[src/rtl/adcseq_pkg.sv]
package adcseq_pkg;
  typedef enum logic [1:0] {
    SQ_INIT   = 2'd0,
    SQ_IDLE   = 2'd1,
    SQ_SETTLE = 2'd2,
    SQ_RUN    = 2'd3
  } seq_state_e;
endpackage

[src/rtl/adcseq_rate_timing.sv]
module adcseq_rate_timing #(
  parameter int CODE_W         = 3,
  parameter int CNT_W          = 16,
  parameter int BASE_PERIOD    = 128,
  parameter int SETTLE_PERIODS = 4,
  parameter int SETTLE_EXTRA   = 9,
  parameter int MAX_CODE       = 6
) (
  input  logic [CODE_W-1:0] code,
  output logic [CNT_W-1:0]  settle_last,
  output logic [CNT_W-1:0]  period_last,
  output logic [CNT_W-1:0]  period_pre
);
  localparam int ALL_CODES = 1 << CODE_W;
  localparam logic [CODE_W-1:0] TOP_CODE = CODE_W'(MAX_CODE);

  logic [CODE_W-1:0] eff_code;
  logic [CNT_W-1:0]  period;
  logic [CNT_W-1:0]  settle;

  // Saturate reserved codes only when the code space exceeds the legal range.
  generate
    if (MAX_CODE >= ALL_CODES - 1) begin : g_no_clamp
      assign eff_code = code;
    end else begin : g_clamp
      assign eff_code = (code > TOP_CODE) ? TOP_CODE : code;
    end
  endgenerate

  always_comb begin
    period      = CNT_W'(BASE_PERIOD) << eff_code;
    settle      = (period * CNT_W'(SETTLE_PERIODS)) + CNT_W'(SETTLE_EXTRA);
    settle_last = settle - CNT_W'(1);
    period_last = period - CNT_W'(1);
    period_pre  = period - CNT_W'(2);
  end
endmodule

[src/rtl/adcseq_run_ctrl.sv]
module adcseq_run_ctrl (
  input  logic clk,
  input  logic rst_n,
  input  logic in_init,
  input  logic start_pin,
  input  logic cmd_start,
  input  logic cmd_stop,
  input  logic ss_done,
  output logic run_keep,
  output logic go
);
  logic flag_q, flag_cmd, flag_d;
  logic hold_q, hold_d;

  always_comb begin
    if (in_init)        flag_cmd = 1'b0;
    else if (cmd_stop)  flag_cmd = 1'b0;
    else if (cmd_start) flag_cmd = 1'b1;
    else                flag_cmd = flag_q;

    run_keep = start_pin | flag_cmd;
    flag_d   = ss_done ? 1'b0 : flag_cmd;

    // hold blocks a fresh start after a single-shot result until the
    // request is withdrawn or a start command arrives
    if (in_init)        hold_d = 1'b0;
    else if (cmd_start) hold_d = 1'b0;
    else if (ss_done)   hold_d = 1'b1;
    else if (!run_keep) hold_d = 1'b0;
    else                hold_d = hold_q;

    go = run_keep & ~hold_d;
  end

  always_ff @(posedge clk or negedge rst_n) begin
    if (!rst_n) begin
      flag_q <= 1'b0;
      hold_q <= 1'b0;
    end else begin
      flag_q <= flag_d;
      hold_q <= hold_d;
    end
  end
endmodule

[src/rtl/adcseq_core.sv]
module adcseq_core
  import adcseq_pkg::*;
#(
  parameter int CODE_W         = 3,
  parameter int CNT_W          = 16,
  parameter int INIT_CYCLES    = 18,
  parameter int BASE_PERIOD    = 128,
  parameter int SETTLE_PERIODS = 4,
  parameter int SETTLE_EXTRA   = 9,
  parameter int MAX_CODE       = 6
) (
  input  logic              clk,
  input  logic              rst_n,
  input  logic              cmd_reset,
  input  logic              cmd_start,
  input  logic              rate_wr,
  input  logic [CODE_W-1:0] rate_code,
  input  logic              single_shot,
  input  logic              rd_ack,
  input  logic              run_keep,
  input  logic              go,
  output seq_state_e        state,
  output logic              drdy_n,
  output logic              filt_restart,
  output logic              ss_done,
  output logic              res_evt,
  output logic              in_init
);
  localparam logic [CNT_W-1:0] INIT_LAST = CNT_W'(INIT_CYCLES - 1);

  logic [CNT_W-1:0]  cnt_q;
  logic [CODE_W-1:0] code_q;
  logic [CNT_W-1:0]  settle_last, period_last, period_pre;
  logic              restart, busy, settle_hit, period_hit;

  adcseq_rate_timing #(
    .CODE_W(CODE_W), .CNT_W(CNT_W), .BASE_PERIOD(BASE_PERIOD),
    .SETTLE_PERIODS(SETTLE_PERIODS), .SETTLE_EXTRA(SETTLE_EXTRA),
    .MAX_CODE(MAX_CODE)
  ) u_timing (
    .code(code_q), .settle_last(settle_last),
    .period_last(period_last), .period_pre(period_pre)
  );

  always_comb begin
    busy       = (state == SQ_SETTLE) || (state == SQ_RUN);
    restart    = cmd_start || rate_wr;
    settle_hit = (state == SQ_SETTLE) && (cnt_q == settle_last);
    period_hit = (state == SQ_RUN) && (cnt_q == period_last);
    in_init    = cmd_reset || (state == SQ_INIT);
    res_evt    = !cmd_reset && run_keep && !restart && (settle_hit || period_hit);
    ss_done    = res_evt && settle_hit && single_shot;
  end

  always_ff @(posedge clk or negedge rst_n) begin
    if (!rst_n) begin
      state        <= SQ_INIT;
      cnt_q        <= '0;
      code_q       <= '0;
      drdy_n       <= 1'b1;
      filt_restart <= 1'b0;
    end else if (cmd_reset) begin
      state        <= SQ_INIT;
      cnt_q        <= '0;
      drdy_n       <= 1'b1;
      filt_restart <= 1'b0;
    end else begin
      filt_restart <= rate_wr && (state != SQ_INIT);
      unique case (state)
        SQ_INIT: begin
          drdy_n <= 1'b1;
          if (cnt_q == INIT_LAST) begin
            state <= SQ_IDLE;
            cnt_q <= '0;
          end else begin
            cnt_q <= cnt_q + CNT_W'(1);
          end
        end
        SQ_IDLE: begin
          if (go) begin
            state        <= SQ_SETTLE;
            cnt_q        <= '0;
            code_q       <= rate_code;
            drdy_n       <= 1'b1;
            filt_restart <= 1'b1;
          end else if (rd_ack) begin
            drdy_n <= 1'b1;
          end
        end
        default: begin
          if (busy && !run_keep) begin
            state  <= SQ_IDLE;
            cnt_q  <= '0;
            drdy_n <= 1'b1;
          end else if (restart) begin
            state        <= SQ_SETTLE;
            cnt_q        <= '0;
            code_q       <= rate_code;
            drdy_n       <= 1'b1;
            filt_restart <= 1'b1;
          end else if (settle_hit) begin
            drdy_n <= 1'b0;
            cnt_q  <= '0;
            state  <= single_shot ? SQ_IDLE : SQ_RUN;
          end else if (period_hit) begin
            drdy_n <= 1'b0;
            cnt_q  <= '0;
          end else begin
            cnt_q <= cnt_q + CNT_W'(1);
            if ((state == SQ_RUN) && (cnt_q == period_pre)) drdy_n <= 1'b1;
            else if (rd_ack)                                 drdy_n <= 1'b1;
          end
        end
      endcase
    end
  end
endmodule

[src/rtl/adc_start_sequencer.sv]
module adc_start_sequencer
  import adcseq_pkg::*;
#(
  parameter int CODE_W         = 3,
  parameter int CNT_W          = 16,
  parameter int INIT_CYCLES    = 18,
  parameter int BASE_PERIOD    = 128,
  parameter int SETTLE_PERIODS = 4,
  parameter int SETTLE_EXTRA   = 9,
  parameter int MAX_CODE       = 6
) (
  input  logic              clk,
  input  logic              rst_n,
  input  logic              start_pin,
  input  logic              cmd_reset,
  input  logic              cmd_start,
  input  logic              cmd_stop,
  input  logic              rate_wr,
  input  logic [CODE_W-1:0] rate_code,
  input  logic              single_shot,
  input  logic              rd_ack,
  output logic              drdy_n,
  output logic              filt_restart,
  output logic              regs_load
);
  seq_state_e seq_state;
  logic       run_keep, go, ss_done, res_evt, in_init;

  adcseq_run_ctrl u_run (
    .clk(clk), .rst_n(rst_n), .in_init(in_init), .start_pin(start_pin),
    .cmd_start(cmd_start), .cmd_stop(cmd_stop), .ss_done(ss_done),
    .run_keep(run_keep), .go(go)
  );

  adcseq_core #(
    .CODE_W(CODE_W), .CNT_W(CNT_W), .INIT_CYCLES(INIT_CYCLES),
    .BASE_PERIOD(BASE_PERIOD), .SETTLE_PERIODS(SETTLE_PERIODS),
    .SETTLE_EXTRA(SETTLE_EXTRA), .MAX_CODE(MAX_CODE)
  ) u_core (
    .clk(clk), .rst_n(rst_n), .cmd_reset(cmd_reset), .cmd_start(cmd_start),
    .rate_wr(rate_wr), .rate_code(rate_code), .single_shot(single_shot),
    .rd_ack(rd_ack), .run_keep(run_keep), .go(go), .state(seq_state),
    .drdy_n(drdy_n), .filt_restart(filt_restart), .ss_done(ss_done),
    .res_evt(res_evt), .in_init(in_init)
  );

  assign regs_load = (seq_state == SQ_INIT);
endmodule

[config.mk]
export PLATFORM = sky130hd
export DESIGN_NAME = adc_start_sequencer
export DESIGN_NICKNAME = d
export VERILOG_FILES = /design/src/rtl/adcseq_pkg.sv /design/src/rtl/adcseq_rate_timing.sv /design/src/rtl/adcseq_run_ctrl.sv /design/src/rtl/adcseq_core.sv /design/src/rtl/adc_start_sequencer.sv
export SDC_FILE = /design/constraint.sdc
export NUM_CORES = 1
export LEC_CHECK = 0
export ABC_AREA = 0
export BUFFER_PORTS_ARGS = -buffer_cell sky130_fd_sc_hd__clkbuf_2
export CAP_MARGIN = 40
export CORE_ASPECT_RATIO = 1.4
export CORE_MARGIN = 2
export CORE_UTILIZATION = 35
export CTS_CLUSTER_DIAMETER = 40
export DETAILED_ROUTE_END_ITERATION = 12
export SKIP_LAST_GASP = 1
export SYNTH_ARGS = -nofsm -noshare
export SYNTH_HDL_FRONTEND = slang
export SYNTH_SLANG_ARGS = --single-unit
export TNS_END_PERCENT = 1
[constraint.sdc]
create_clock -name clk -period 2.1 [get_ports clk]
set_clock_uncertainty 0.05 [all_clocks]
set_input_delay 0.21 -clock clk [delete_from_list [all_inputs] [get_ports clk]]
set_output_delay 0.21 -clock clk [all_outputs]
set_load 0.02 [all_outputs]
==> reports/summary.txt <==
======================================================================================
Status                                                                    finished, violations left
Violations in the final reports                                           setup timing
Final hold violation count                                                           0
Remaining number of nets flagged by the antenna check after routing                  0
Slew headroom                                                                   54.48%
Clk pin slew, worst setup/hold paths                                           0.10 ns
Maximum number of pins on one net before global-route repair                        26
# nets final                                                                       302
Number of max-slew violations in the final report                                    0
Half-perimeter wire length after detailed placement                            4242 um
Router iterations before antenna repair                                              4
Seq cells post-synth                                                                25
Most common library cell in the layout ignoring fill and taps                    buf_4
CP peak stage delay                                                            0.45 ns
Die Area                                                                  0.006357 mm^2
H-tree depth                                                                         1
MaxCap Viol Count                                                                    0
Synth warn                                                                           0
Vias/cell                                                                        5.436
Worst endpoint required time                                                   2.21 ns
Worst path cell trace                                                     buf_4 > mux2i_1 > nor2_1 > o32a_1 > and3_4 > o31ai_4 > nand2_4 > o311ai_2
Setup-violating endpoint count in the final report                                  22
Vias                                                                              1919
Leakage component of the power                                             0.001093 uW
Std-Cell Core Area                                                        0.005525 mm^2
Proportion of layout cells with a drive suffix above 1                          37.19%
Number of global-route vias before repair                                         1973
Portion of the post-synthesis area used by sequential elements                  31.27%
Total track usage                                                               19.18%
PnR worst setup slack                                                       -0.2408 ns
Slew of the pin with the lowest slew margin                                  0.6828 ns
Inst Count DP                                                                      344
Commonest cells after routing, fill and taps aside                        buf_4, nand2_1, dfrtp_1
Type of element capturing the critical path                                   register
Weighted congestion reported at the end of routability-driven placement         0.8419
Effective utilization at floorplan                                              36.28%
Synth-to-Final Area Change                                                      28.15%
Die Wd                                                                        67.96 um
Critical Path AT                                                               2.46 ns
Netlist area before placement                                             0.002004 mm^2
Peak Freq                                                                    427.2 MHz
Maximum number of buffers from clock root to sink                                    2
# clock sinks                                                                       25
Final worst path period need                                                  2.341 ns
Hold crit path type                                                          in -> reg
Top Ports                                                                           15
Gr ovfl total                                                                        0
Delay-heaviest family, CP                                                 compound AO/OA/AOI/OAI gates
CTS Buf Count                                                                        3
Syn Area/Cell                                                               8.869 um^2
Critical setup path kind                                                    reg -> reg
Worst path slowest cell                                                        dfrtp_2
Per-cell routed wire length                                                   15.71 um
Most frequently used flop master after synthesis                               dfrtp_1
Timing startpoint of the critical path                                    u_core.cnt_q[11]
Pwr Density                                                               565.6 mW/mm^2
First-pass GRT wire length                                                     9280 um
Count of routing violations after the opening detailed-route iteration             122
Syn_nets                                                                           242
CTS tree                                                                           yes
Number of rows in the core area                                                     32
Final cycle utilization of the critical path                                    111.5%
Worst hold start                                                          rate_code[1]
Residual DRC count                                                                   0
Filler-free cell count of the finished design                                      353
Number of standard cells after synthesis                                           226
Ant diodes                                                                           0
I/O Buffers                                                                         14
Largest fanout on the critical path                                                  7
Final WL                                                                       5544 um
End-of-flow core utilization                                                    46.49%
Unrepaired setup endpoints after global routing                                    yes
Insertion delay to the later sink of the worst-skew pair                       0.27 ns
Count of cell types in the netlist                                                  64
Clock root buffer                                                             clkbuf_8
Ys async rst share                                                              100.0%
Startpoint class of the critical path                                         register
Antenna violations before repair                                                     0
VDD IR-drop max                                                               275.1 uV
Startpoint of the lowest-slack register-to-register path                  u_core.cnt_q[11]
Buffers plus inverters on the worst setup path                                       1
Post-synth EDFFs                                                                     0
Chip height                                                                   93.54 um
======================================================================================
routing by layer:
layer	global-route usage (%)	part of all wire [%]	vias up	wire (um)
met1	21.62	40	915	2213
met4	7.167	2.6	0	144
li1	-	-	952	-
met2	35.92	54	44	3017
met5	0	0	-	0
met3	1.444	3.0	8	169
path summary, 6_finish.rpt:
check,end,cells after the start,slack [ns]
min in group asynchronous,u_core.cnt_q[0],2,0.45
max in group asynchronous,u_core.cnt_q[11],2,1.07
min reg2reg,u_core.cnt_q[2],2,0.55
max,u_core.cnt_q[13],8,-0.24
min,u_core.code_q[1],2,0.12
max reg2reg,u_core.cnt_q[13],8,-0.24
synthesized netlist by cell type (5+ instances only):
library cell	instances	share of area [%]
dfrtp_1	24	30
nand2_1	23	4.3
inv_1	16	3.0
nor2_1	16	3.0
nand3_1	14	3.5
nand4_1	10	3.1
a31oi_1	9	2.8
nor3_1	7	1.7
o21ai_0	7	1.7
buf_6	5	2.8
nand2b_1	5	1.6
or3_1	5	1.6
power breakdown:
group          total [uW]  switching, uW  leakage (uW)  internal [uW]
Combinational         595            313      0.000732            283
Clock                 298            166     0.0000255            133
Sequential            559           36.6      0.000336            523
Total                1450            515       0.00109            938
per-stage QoR:
stage / hold slack (ns) / setup TNS [ns] / power (uW) / worst slack, ns / instance area [um^2]
after global placement: 0.2292 / -3.336 / 1108 / -0.2391 / 2431
after CTS: 0.1197 / -3.044 / 1437 / -0.1840 / 2530
final: 0.1186 / -3.316 / 1453 / -0.2408 / 2569
after global routing: 0.1225 / -5.577 / 1554 / -0.3041 / 2569
after floorplan: -0.1356 / -0.2384 / 906.3 / -0.04525 / 2004
after detailed placement: 0.2360 / -3.879 / 1114 / -0.2841 / 2431
cell type report:
class | instances | area (um^2)
fillers | 544 | 2957
flip-flops and latches | 25 | 631.9
well taps | 68 | 85.08
clock buffers | 3 | 41.29
clock inverters | 1 | 5.005
repair buffers | 68 | 501.7
inverters | 16 | 60.06
multi-input cells | 172 | 1244
cells by family (layout without fill, tap and decap cells):
kind of cell,count (synthesis),in the layout,share of synthesized area (%)
AO/OA/AOI/OAI,57,57,25.72
XOR/XNOR,1,1,0.4370
adder cells (fa/ha/maj),4,4,2.497
buffers and inverters,29,88,8.426
flip-flops,25,25,31.27
multiplexers,7,7,3.683
AND/OR/NAND/NOR,103,103,27.97
flip-flops by register name, summed over array words and instances, names as in the netlist:
register,flops
u_core.cnt_q,16
u_core.code_q,3
u_core.drdy_n,1
u_core.filt_restart,1
u_core.state,2
u_run.flag_q,1
u_run.hold_q,1
timing repair:
item	CTS	global route
buffers inserted	2	2
endpoints found under the hold margin	24	0
setup endpoints to repair	24	25
gates resized for setup	7	6
pin swaps	4	2
hold buffers	1	0
(Power assumes the default switching activity.)
